<file path="config.mk">
export PLATFORM = sky130hd
export DESIGN_NAME = conv3_encoder
export DESIGN_NICKNAME = d
export VERILOG_FILES = /design/src/rtl/conv3_pkg.sv /design/src/rtl/conv3_shift_reg.sv /design/src/rtl/conv3_parity.sv /design/src/rtl/conv3_tail_ctrl.sv /design/src/rtl/conv3_encoder.sv
export SDC_FILE = /design/constraint.sdc
export NUM_CORES = 1
export LEC_CHECK = 0
export BUFFER_PORTS_ARGS = -buffer_cell sky130_fd_sc_hd__buf_2
export CAP_MARGIN = 20
export CORE_AREA = 2 2 39 41
export DETAILED_ROUTE_END_ITERATION = 8
export DIE_AREA = 0 0 41 43
export SYNTH_ARGS = -nofsm -noshare
export SYNTH_HDL_FRONTEND = slang
export SYNTH_SLANG_ARGS = --single-unit
</file>
<file path="constraint.sdc">
create_clock -name clk -period 3.1 [get_ports clk]
set_clock_uncertainty 0.05 [all_clocks]
set_input_delay 0.31 -clock clk [delete_from_list [all_inputs] [get_ports clk]]
set_output_delay 0.31 -clock clk [all_outputs]
set_load 0.05 [all_outputs]
</file>
<file path="src/rtl/conv3_pkg.sv">
package conv3_pkg;
  // constraint length (current bit plus stored bits)
  localparam int unsigned CONV_K = 3;
  // coded bits per information bit
  localparam int unsigned CONV_N = 3;
  // tap masks, output j at [j*K +: K]; mask MSB taps the current bit
  localparam logic [CONV_N*CONV_K-1:0] CONV_GENS = {3'b101, 3'b011, 3'b111};

  function automatic int unsigned tail_words(input int unsigned k);
    return k - 1;
  endfunction
endpackage

</file>
<file path="src/rtl/conv3_shift_reg.sv">
module conv3_shift_reg #(
  parameter int unsigned K = 3
) (
  input  logic         clk,
  input  logic         rst,
  input  logic         adv,
  input  logic         din,
  output logic [K-1:0] window,
  output logic         state_zero
);
  // mem[K-2] is the newest stored bit, mem[0] the oldest
  logic [K-2:0] mem;

  assign window     = {din, mem};
  assign state_zero = (mem == '0);

  always_ff @(posedge clk) begin
    if (rst) begin
      mem <= '0;
    end else if (adv) begin
      mem <= window[K-1:1];
    end
  end
endmodule

</file>
<file path="src/rtl/conv3_parity.sv">
module conv3_parity #(
  parameter int unsigned              K    = 3,
  parameter int unsigned              N    = 3,
  parameter logic [N*K-1:0]           GENS = {3'b101, 3'b011, 3'b111}
) (
  input  logic [K-1:0] window,
  output logic [N-1:0] code
);
  for (genvar j = 0; j < N; j++) begin : g_tap
    assign code[j] = ^(window & GENS[j*K +: K]);
  end
endmodule

</file>
<file path="src/rtl/conv3_tail_ctrl.sv">
module conv3_tail_ctrl #(
  parameter int unsigned TAIL_LEN = 2
) (
  input  logic clk,
  input  logic rst,
  input  logic start,
  input  logic step,
  output logic busy
);
  localparam int unsigned CW = $clog2(TAIL_LEN + 1);

  logic [CW-1:0] left;

  assign busy = (left != '0);

  always_ff @(posedge clk) begin
    if (rst) begin
      left <= '0;
    end else if (start) begin
      left <= CW'(TAIL_LEN);
    end else if (step && busy) begin
      left <= left - 1'b1;
    end
  end
endmodule

</file>
<file path="src/rtl/conv3_encoder.sv">
module conv3_encoder
  import conv3_pkg::*;
#(
  parameter int unsigned      K    = CONV_K,
  parameter int unsigned      N    = CONV_N,
  parameter logic [N*K-1:0]   GENS = CONV_GENS
) (
  input  logic         clk,
  input  logic         rst,
  input  logic         in_valid,
  output logic         in_ready,
  input  logic         in_bit,
  input  logic         in_last,
  output logic         out_valid,
  input  logic         out_ready,
  output logic [N-1:0] out_code
);
  localparam int unsigned TAIL_LEN = tail_words(K);

  logic         slot_free;
  logic         tail_busy;
  logic         take_bit;
  logic         take_tail;
  logic         adv;
  logic         enc_in;
  logic [K-1:0] window;
  logic         state_zero;
  logic [N-1:0] code_next;

  assign slot_free = !out_valid || out_ready;
  assign in_ready  = !tail_busy && slot_free;
  assign take_bit  = in_valid && in_ready;
  assign take_tail = tail_busy && slot_free;
  assign adv       = take_bit || take_tail;
  assign enc_in    = take_bit ? in_bit : 1'b0;

  conv3_shift_reg #(.K(K)) u_mem (
    .clk        (clk),
    .rst        (rst),
    .adv        (adv),
    .din        (enc_in),
    .window     (window),
    .state_zero (state_zero)
  );

  conv3_parity #(.K(K), .N(N), .GENS(GENS)) u_par (
    .window (window),
    .code   (code_next)
  );

  conv3_tail_ctrl #(.TAIL_LEN(TAIL_LEN)) u_tail (
    .clk   (clk),
    .rst   (rst),
    .start (take_bit && in_last),
    .step  (take_tail),
    .busy  (tail_busy)
  );

  always_ff @(posedge clk) begin
    if (rst) begin
      out_valid <= 1'b0;
      out_code  <= '0;
    end else if (adv) begin
      out_valid <= 1'b1;
      out_code  <= code_next;
    end else if (out_ready) begin
      out_valid <= 1'b0;
    end
  end


  reset_clear_chk: assert property (@(posedge clk) $past(rst) |-> !out_valid);


  tail_blocks_input_chk: assert property (@(posedge clk) disable iff (rst)
    tail_busy |-> !in_ready);


  last_starts_tail_chk: assert property (@(posedge clk) disable iff (rst)
    (in_valid && in_ready && in_last) |=> tail_busy);


  stall_hold_chk: assert property (@(posedge clk) disable iff (rst)
    (out_valid && !out_ready) |=> (out_valid && $stable(out_code)));


  tail_zero_chk: assert property (@(posedge clk) disable iff (rst)
    $fell(tail_busy) |-> state_zero);
endmodule

</file>
==> results of run 1 <==
-- power breakdown --
part           switching (mW)  internal, mW  total, mW
Sequential             0.0123         0.129      0.141
Clock                  0.0331        0.0442     0.0772
Combinational           0.165        0.0782      0.244
-- worst max-delay path: cells and delay by family (launching register included) --
family | cells | cell delay [ps]
simple gates | 1 | 140
flops | 1 | 300
buf+inv | 3 | 460
fa+ha+maj | 1 | 250
-- placed cells by master (no fill, tap or decap) --
| cell | Yosys | layout |
|---|---|---|
| buf_2 | 0 | 10 |
| dfxtp_1 | 8 | 8 |
| nand2_1 | 7 | 7 |
| a21oi_1 | 5 | 5 |
| inv_1 | 4 | 4 |
| clkbuf_4 | 0 | 3 |
| xor2_1 | 2 | 2 |
| nor2_1 | 2 | 2 |
| o21ai_0 | 2 | 2 |
| nand3_1 | 2 | 2 |
| nor2b_2 | 1 | 1 |
| a21oi_2 | 1 | 1 |
| or2b_1 | 1 | 1 |
| and2_4 | 1 | 1 |
| nand3_2 | 1 | 1 |
| a211oi_2 | 1 | 1 |
| nor3_1 | 1 | 1 |
| a221oi_1 | 1 | 1 |
| or3_1 | 1 | 1 |
| a31oi_1 | 1 | 1 |
| o21ai_1 | 1 | 1 |
| a31o_2 | 1 | 1 |
| nand4_1 | 1 | 1 |
| ha_1 | 1 | 1 |
-- cell type report --
| class | instances | area, µm² |
|---|---|---|
| fill | 149 | 904.6 |
| multi-input combinational | 34 | 211.5 |
| sequential | 8 | 160.2 |
| timing repair buffer | 10 | 50.05 |
| clock buffer | 3 | 22.52 |
| tap | 16 | 20.02 |
| inverter | 4 | 15.01 |
-- flip-flops by register name, summed over array words and instances (netlist names) --
signal,flops
u_tail.left,2
out_code,3
out_valid,1
u_mem.mem,2
-- worst paths after layout --
| check | end | cells past startpoint | startpoint |
|---|---|---|---|
| setup / recovery | in_ready | 5 | u_tail.left[0] |
| hold / removal | u_tail.left[0] | 2 | in_last |
| setup reg to reg | out_code[2] | 6 | u_tail.left[0] |
| hold reg to reg | out_code[0] | 2 | out_code[0] |
-- cells by family (layout without fill, tap and decap cells) --
kind of cell	count (synthesis)	count (layout)	share of synthesized area, %
DFF	8	8	41.02
and+or+nand+nor	18	18	24.68
xor gates and xnor gates	2	2	4.488
buffers and inverters	5	17	4.806
adders and majority gates	1	1	3.205
AOI/OAI and AO/OA	13	13	21.79
-- metal layers --
layer	GRT usage, %	vias to the layer above
met5	0	-
met2	14.37	6
met1	12.34	155
met3	3.141	0
met4	4.000	0
li1	-	190
==> out/metrics.yaml, run 1 <==
outcome:
  outcome: "complete, no violations"
synth:
  ys_ff_latch: 8
  avgSynthCellArea_um2: 8.306
  ys_async_sr_fraction_pct: 0
  yosys-top-cells-count: "dfxtp_1, nand2_1, a21oi_1, inv_1"
  ys_types: 23
  syn_nets: 54
  synth-edff-count: 0
  synthTopCellsByArea: "dfxtp_1, nand2_1, a21oi_1"
  synth.most_common_cell: "dfxtp_1"
  synth_flop_cell: "dfxtp_1"
  yosysWarningCount: 0
  synth_area_um2: 390.4
  yosysSeqAreaShare_pct: 41.03
  postSynthCellCount: 47
  synth_top_cell_by_area: "dfxtp_1"
  synth_top_area_share_pct: 41.03
routing:
  met1_length_um: 382
  ant_nets: 0
  wl_met2_um: 346
  first_pass_iters: 2
  drc_errors: 0
  wl_per_cell_um: 10.27
  routed.top_layer: "met3"
  drtIter0Drc: 3
  viasPerCell: 4.680
  wl_met3_um: 42
  vias: 351
  drt-total-wl_um: 770
cts:
  cts_sinks: 8
  cts-resized-gates: 0
  cts_hold_buf: 0
  cts_buffers: 3
  clk_latency_ps: 250
  cts_max_level: 1
  cts_tree: "yes"
  clk_pin_slew_ps: 60
  root_buffer: "clkbuf_4"
  postCtsSetupBuffers: 0
  cts_buffer_depth: 2
critical_path:
  crit_top_cell: "inv_1"
  cpPeakStageDelay_ps: 300
  worstPathRequired_ps: 2740
  worstPathArrival_ps: 1400
  crit_fanout: 6
  cp_slowest_cell: "dfxtp_1"
  worstPathCellList: "inv_1 -> ha_1 -> inv_1 -> nor2_1 -> buf_2"
  criticalPathCategory: "reg2out"
  critPathCaptureType: "primary output"
  ff2ff_setup_slack_ps: 1700
  start_kind: "flip-flop"
power:
  leakagePower_nw: 0.2061
  powerDensity_mw_per_mm2: 964.3
  total_power_uw: 462.1
  vdd_drop_max_mv: 0.3166
placement:
  pre_cts_ws_ps: 1621
  post-dp-hpwl_um: 597.7
  post-place-cells: 72
  gp_congestion: 0.7542
  dpl-instance-area_um2: 456.7
  numPortBuffers: 10
layout:
  n_antenna_cell: 0
  areaGrowthSynthToFinish_pct: 22.76
  final_area_um2: 479.2
  final_core_util_pct: 34.63
  final_nets: 68
  drive_above_1_share_pct: 32.20
  stdcell_count: 75
job:
  max-cap-violations: 0
die:
  fp.dieW_um: 41
  start_util_pct: 28.21
  die_h_um: 43
  rows: 14
  die-area_mm2: 0.001763
  core_area_mm2: 0.001384
  io_pins: 11
timing:
  post-route-min-period_ps: 1760
  drv_slew: 0
  period_share_pct: 56.76
  tns_ps: 0
  worst_slack_ps: 1340
  clock.fmax_ghz: 0.5683
  whs_ps: 224.1
  worst_pin_slew_ps: 305.7
  relSlewSlack_pct: 79.49
  timing_hold_violations_final: 0
  rsz0062_at_grt: "no"
  setup_viol: 0
grt:
  gr-usage-all-layers_pct: 9.668
  grt_max_degree: 9
  grt_overflow_total: 0
  grt_first_pass_wirelength_um: 1186
  antenna_found_initial: 0
  grt_pass1_vias: 303
min_path:
  hold_path.class: "in2reg"
Power figures use the tool's default switching activity.
==> inputs of run 2 (changes only) <==
--- a/config.mk
+++ b/config.mk
@@ -5,6 +5,7 @@
 export SDC_FILE = /design/constraint.sdc
 export NUM_CORES = 1
 export LEC_CHECK = 0
+export ABC_AREA = 1
 export BUFFER_PORTS_ARGS = -buffer_cell sky130_fd_sc_hd__buf_2
 export CAP_MARGIN = 20
 export CORE_AREA = 2 2 39 41
==> constraint.sdc (replaced) <==
create_clock -name clk -period 1.7 [get_ports clk]
set_clock_uncertainty 0.05 [all_clocks]
set_input_delay 0.17 -clock clk [delete_from_list [all_inputs] [get_ports clk]]
set_output_delay 0.17 -clock clk [all_outputs]
set_load 0.05 [all_outputs]
==> run 2 against run 1 <==
  * Synthesized area increased by 1.6%
  * Sequential cell count unchanged
  * Sequential power increased by 95%
  * Hold slack got worse by 170 ps
  * Worst setup slack got worse by 1200 ps
  * Routed wire length decreased by 0.13%
  * Sequential share of layout area decreased by 0.68 points
  * Non-clock buffer count unchanged
==> out/metrics.yaml, run 2 <==
layout:
  max_flop_register: "out_code"
  final_area_um2: 489.2
  final_cell_mix: "nand2_1, buf_2, inv_1"
  final_nets: 76
  drive_above_1_share_pct: 26.87
  top_regs: "out_code: 3 flops, u_mem.mem: 2 flops, u_tail.left: 2 flops"
  final_core_util_pct: 35.35
  stdcell_count: 83
  areaGrowthSynthToFinish_pct: 23.34
  n_antenna_cell: 0
  largest_register_ffs: 3
placement:
  dpl-instance-area_um2: 466.7
  gp_congestion: 0.7353
  post-place-cells: 80
  numPortBuffers: 10
  post-dp-hpwl_um: 598.9
synth:
  ys_types: 16
  synth_top_area_share_pct: 40.38
  yosys-top-cells-count: "nand2_1, inv_1, dfxtp_1, a21oi_1, nand3_1"
  synth-edff-count: 0
  postSynthCellCount: 54
  syn_nets: 61
  ys_async_sr_fraction_pct: 0
  synth.most_common_cell: "nand2_1"
  synth_top_cell_by_area: "dfxtp_1"
  yosysSeqAreaShare_pct: 40.38
  synth_flop_cell: "dfxtp_1"
  yosysWarningCount: 0
  synth_area_um2: 396.6
  ys_ff_latch: 8
  synthTopCellsByArea: "dfxtp_1, nand2_1, inv_1"
  avgSynthCellArea_um2: 7.345
grt:
  grt_pass1_vias: 310
  grt_max_degree: 7
  grt_first_pass_wirelength_um: 1207
  antenna_found_initial: 0
  gr-usage-all-layers_pct: 10.79
  grt_overflow_total: 0
job:
  max-cap-violations: 0
power:
  powerDensity_mw_per_mm2: 1840
  vdd_drop_max_mv: 0.6460
  p_switching_uw: 434.1
  pwr-share-seq_pct: 30.6
  p_comb_share_pct: 52.7
  p_sw_share_pct: 48.21
  leakagePower_nw: 0.2627
  intPower_uw: 466.3
  power.share.clock_pct: 16.7
critical_path:
  criticalPathCategory: "reg2out"
  worstPathRequired_ps: 1480
  worstPathArrival_ps: 1300
  critPathCaptureType: "primary output"
  crit_fanout: 4
  start_kind: "flip-flop"
timing:
  post-route-min-period_ps: 1517
  timing_hold_violations_final: 0
  setup_viol: 0
  drv_slew: 0
  whs_ps: 57.94
  tns_ps: 0
  rsz0062_at_grt: "no"
  worst_pin_slew_ps: 248.7
  clock.fmax_ghz: 0.6590
  period_share_pct: 89.26
  relSlewSlack_pct: 83.53
cts:
  cts_tree: "yes"
  clk_latency_ps: 260
  cts_sinks: 8
  clk_pin_slew_ps: 60
  cts_buffers: 3
  cts-resized-gates: 0
  cts_max_level: 1
  root_buffer: "clkbuf_4"
  cts_buffer_depth: 2
  postCtsSetupBuffers: 0
  cts_hold_buf: 0
die:
  die-area_mm2: 0.001763
  start_util_pct: 28.66
  rows: 14
  core_area_mm2: 0.001384
  die_h_um: 43
  io_pins: 11
  fp.dieW_um: 41
routing:
  ant_nets: 0
  wl_per_cell_um: 9.265
  first_pass_iters: 3
  drtIter0Drc: 1
  viasPerCell: 4.277
  drt-total-wl_um: 769
  vias: 355
  drc_errors: 0
outcome:
  outcome: "complete, no violations"
min_path:
  hold_path.class: "in2reg"
## run 2: final timing paths
kind,slack (ps),cells past startpoint,to,startpoint
worst min-delay path,60,2,u_tail.left[1],rst
worst min register to register,440,2,u_mem.mem[1],u_mem.mem[1]
worst max-delay path,180,5,in_ready,u_tail.left[0]
worst max register to register,370,8,out_code[0],u_tail.left[0]
## run 2: worst max-delay path: stages (launching register included)
cell      delay, ps
dfxtp_1         350
inv_1            60
ha_1            240
nand2_1         110
clkinv_1         70
buf_2           210
## run 2: power groups by stage
stage | Clock, mW | Combinational [mW] | Sequential [mW]
2_1_floorplan | 0 | 0.301 | 0.366
3_3_place_gp | 0 | 0.471 | 0.277
3_5_place_dp | 0 | 0.475 | 0.281
4_1_cts | 0.157 | 0.478 | 0.277
5_1_grt | 0.167 | 0.531 | 0.281
6_report | 0.150 | 0.475 | 0.275
## run 2: kinds of logic after synthesis
| family | Yosys count | share of synthesized area, % |
|---|---|---|
| fa+ha+maj | 1 | 3.154 |
| xor+xnor | 2 | 4.417 |
| flops | 8 | 40.38 |
| buf+inv | 13 | 12.30 |
| compound gates | 11 | 17.98 |
| simple gates | 19 | 21.77 |
## run 2: per-stage QoR
| step | power, mW | setup slack, ps |
|---|---|---|
| floorplan | 0.6661 | 44.08 |
| global placement | 0.7484 | 432.5 |
| detailed placement | 0.7554 | 385.1 |
| CTS | 0.9111 | 169.5 |
| global route | 0.9781 | 94.92 |
| finish | 0.9004 | 182.6 |
## run 2: layout make-up
class	count	area, µm²
multi-input cells	33	187.7
flip-flops and latches	8	160.2
clock buffers	3	22.52
well taps	16	20.02
repair buffers	10	50.05
fillers	159	894.6
inverters	13	48.80
## run 2: metal layers
| layer | GRT usage (%) | wire length [µm] | vias to the layer above |
|---|---|---|---|
| li1 | - | - | 194 |
| met1 | 12.05 | 373 | 145 |
| met2 | 15.31 | 312 | 14 |
| met3 | 7.853 | 75 | 2 |
| met4 | 4.000 | 8 | 0 |
| met5 | 0 | 0 | - |
==> inputs of run 3 (changes only) <==
--- a/config.mk
+++ b/config.mk
@@ -9,8 +9,10 @@
 export BUFFER_PORTS_ARGS = -buffer_cell sky130_fd_sc_hd__buf_2
 export CAP_MARGIN = 20
 export CORE_AREA = 2 2 39 41
+export CTS_BUF_LIST = sky130_fd_sc_hd__clkbuf_8 sky130_fd_sc_hd__clkbuf_16
 export DETAILED_ROUTE_END_ITERATION = 8
 export DIE_AREA = 0 0 41 43
+export MAX_ROUTING_LAYER = met4
 export SYNTH_ARGS = -nofsm -noshare
 export SYNTH_HDL_FRONTEND = slang
 export SYNTH_SLANG_ARGS = --single-unit
==> run 3 against run 2 <==
  * Utilization rose by 1.4 points
  * Final cell count is the same
  * Clock-buffer cell count did not move
  * Die area is the same
  * Register-to-register slack about the same
  * First-iteration DRC count did not move
==> out/metrics.yaml, run 3 (synthesis gave the netlist of run 2 again) <==
outcome:
  outcome: "complete, no violations"
cts:
  cts_buffers: 3
  root_buffer: "clkbuf_8"
  clk_latency_ps: 230
  cts_buffer_depth: 2
  cts_sinks: 8
  cts-resized-gates: 0
  postCtsSetupBuffers: 0
  cts_tree: "yes"
  cts_max_level: 1
  cts_hold_buf: 0
  clk_pin_slew_ps: 40
die:
  rows: 14
  die-area_mm2: 0.001763
  io_pins: 11
  die_h_um: 43
  fp.dieW_um: 41
  start_util_pct: 28.66
  core_area_mm2: 0.001384
power:
  leakagePower_nw: 0.2705
  powerDensity_mw_per_mm2: 1927
  total_power_uw: 978.9
  vdd_drop_max_mv: 0.7617
layout:
  n_antenna_cell: 0
  final_cell_mix: "nand2_1, buf_2, inv_1"
  drive_above_1_share_pct: 26.87
  top_regs: "out_code: 3 flops, u_mem.mem: 2 flops, u_tail.left: 2 flops"
  final_area_um2: 508.0
  areaGrowthSynthToFinish_pct: 28.08
  nFillCells: 157
  largest_register_ffs: 3
  max_flop_register: "out_code"
  final_nets: 76
timing:
  period_share_pct: 87.29
  whs_ps: 92.93
  timing_hold_violations_final: 0
  worst_pin_slew_ps: 248.7
  rsz0062_at_grt: "no"
  drv_slew: 0
  relSlewSlack_pct: 83.53
  tns_ps: 0
  clock.fmax_ghz: 0.6739
  post-route-min-period_ps: 1484
  setup_viol: 0
routing:
  drc_errors: 0
  ant_nets: 0
  wl_per_cell_um: 9.241
  drtIter0Drc: 1
  vias: 352
  first_pass_iters: 3
  viasPerCell: 4.241
  drt-total-wl_um: 767
critical_path:
  cp_slowest_cell: "dfxtp_1"
  worstPathRequired_ps: 1480
  crit_end: "in_ready"
  critPathCaptureType: "primary output"
  criticalPathCategory: "reg2out"
  crit_fanout: 4
  r2r-start: "u_tail.left[0]"
  crit_start: "u_tail.left[0]"
  worstPathCellList: "inv_1 -> ha_1 -> nand2_1 -> clkinv_1 -> buf_2"
  rr_worst_depth: 8
  ff2ff_setup_slack_ps: 360
  worstPathArrival_ps: 1260
  start_kind: "flip-flop"
  cpPeakStageDelay_ps: 350
  r2r_end: "out_code[0]"
placement:
  dpl-instance-area_um2: 466.7
  numPortBuffers: 10
  gp_congestion: 0.7443
  post-dp-hpwl_um: 598.9
min_path:
  hold_path.class: "in2reg"
  hold_path_depth: 2
grt:
  grt_max_degree: 7
  grt_first_pass_wirelength_um: 1207
  antenna_found_initial: 0
  grt_pass1_vias: 313
  gr-usage-all-layers_pct: 10.54
  grt_overflow_total: 0
job:
  max-cap-violations: 0
==> run 3: area by class of cell <==
class	instances	area (µm²)	share of cell area (%)
well taps	16	20.02	3.941
clock buffers	3	41.29	8.128
multi-input cells	33	187.7	36.95
flip-flops and latches	8	160.2	31.53
inverters	13	48.80	9.606
repair buffers	10	50.05	9.852
==> run 3: per-layer routing <==
layer / vias up / wire (µm) / GRT usage [%]
met5: - / 0 / -
met4: 0 / 0 / 0
met3: 0 / 75 / 7.853
met2: 13 / 324 / 15.31
met1: 145 / 367 / 12.38
li1: 194 / - / -
==> run 3: worst min path at each step <==
stage          slack (ps)             end  startpoint
2_1_floorplan         190    u_mem.mem[1]         rst
3_3_place_gp          330  u_tail.left[1]         rst
3_5_place_dp          330  u_tail.left[1]         rst
4_1_cts                90  u_tail.left[1]         rst
5_1_grt               100  u_tail.left[1]         rst
6_report               90  u_tail.left[1]         rst
==> run 3: power breakdown <==
part	total (mW)	internal, mW	switching (mW)
sequential	0.277	0.244	0.0322
combinational	0.475	0.142	0.333
clock	0.227	0.153	0.0739
total	0.979	0.539	0.439
==> run 3: through the flow <==
| stage | util, % | worst slack (ps) | instances |
|---|---|---|---|
| floorplan | - | 44.08 | 54 |
| global route | 36.71 | 136.2 | 83 |
| CTS | 36.71 | 210.2 | 83 |
| finish | 36.71 | 216.1 | 83 |
| detailed placement | 33.73 | 385.1 | 80 |
| global placement | 33.73 | 432.5 | 80 |
==> run 3: worst max-delay path: cells and delay by family (launching register included) <==
family	cells	cell delay (ps)
flops	1	350
buf+inv	3	340
simple gates	1	110
fa+ha+maj	1	240
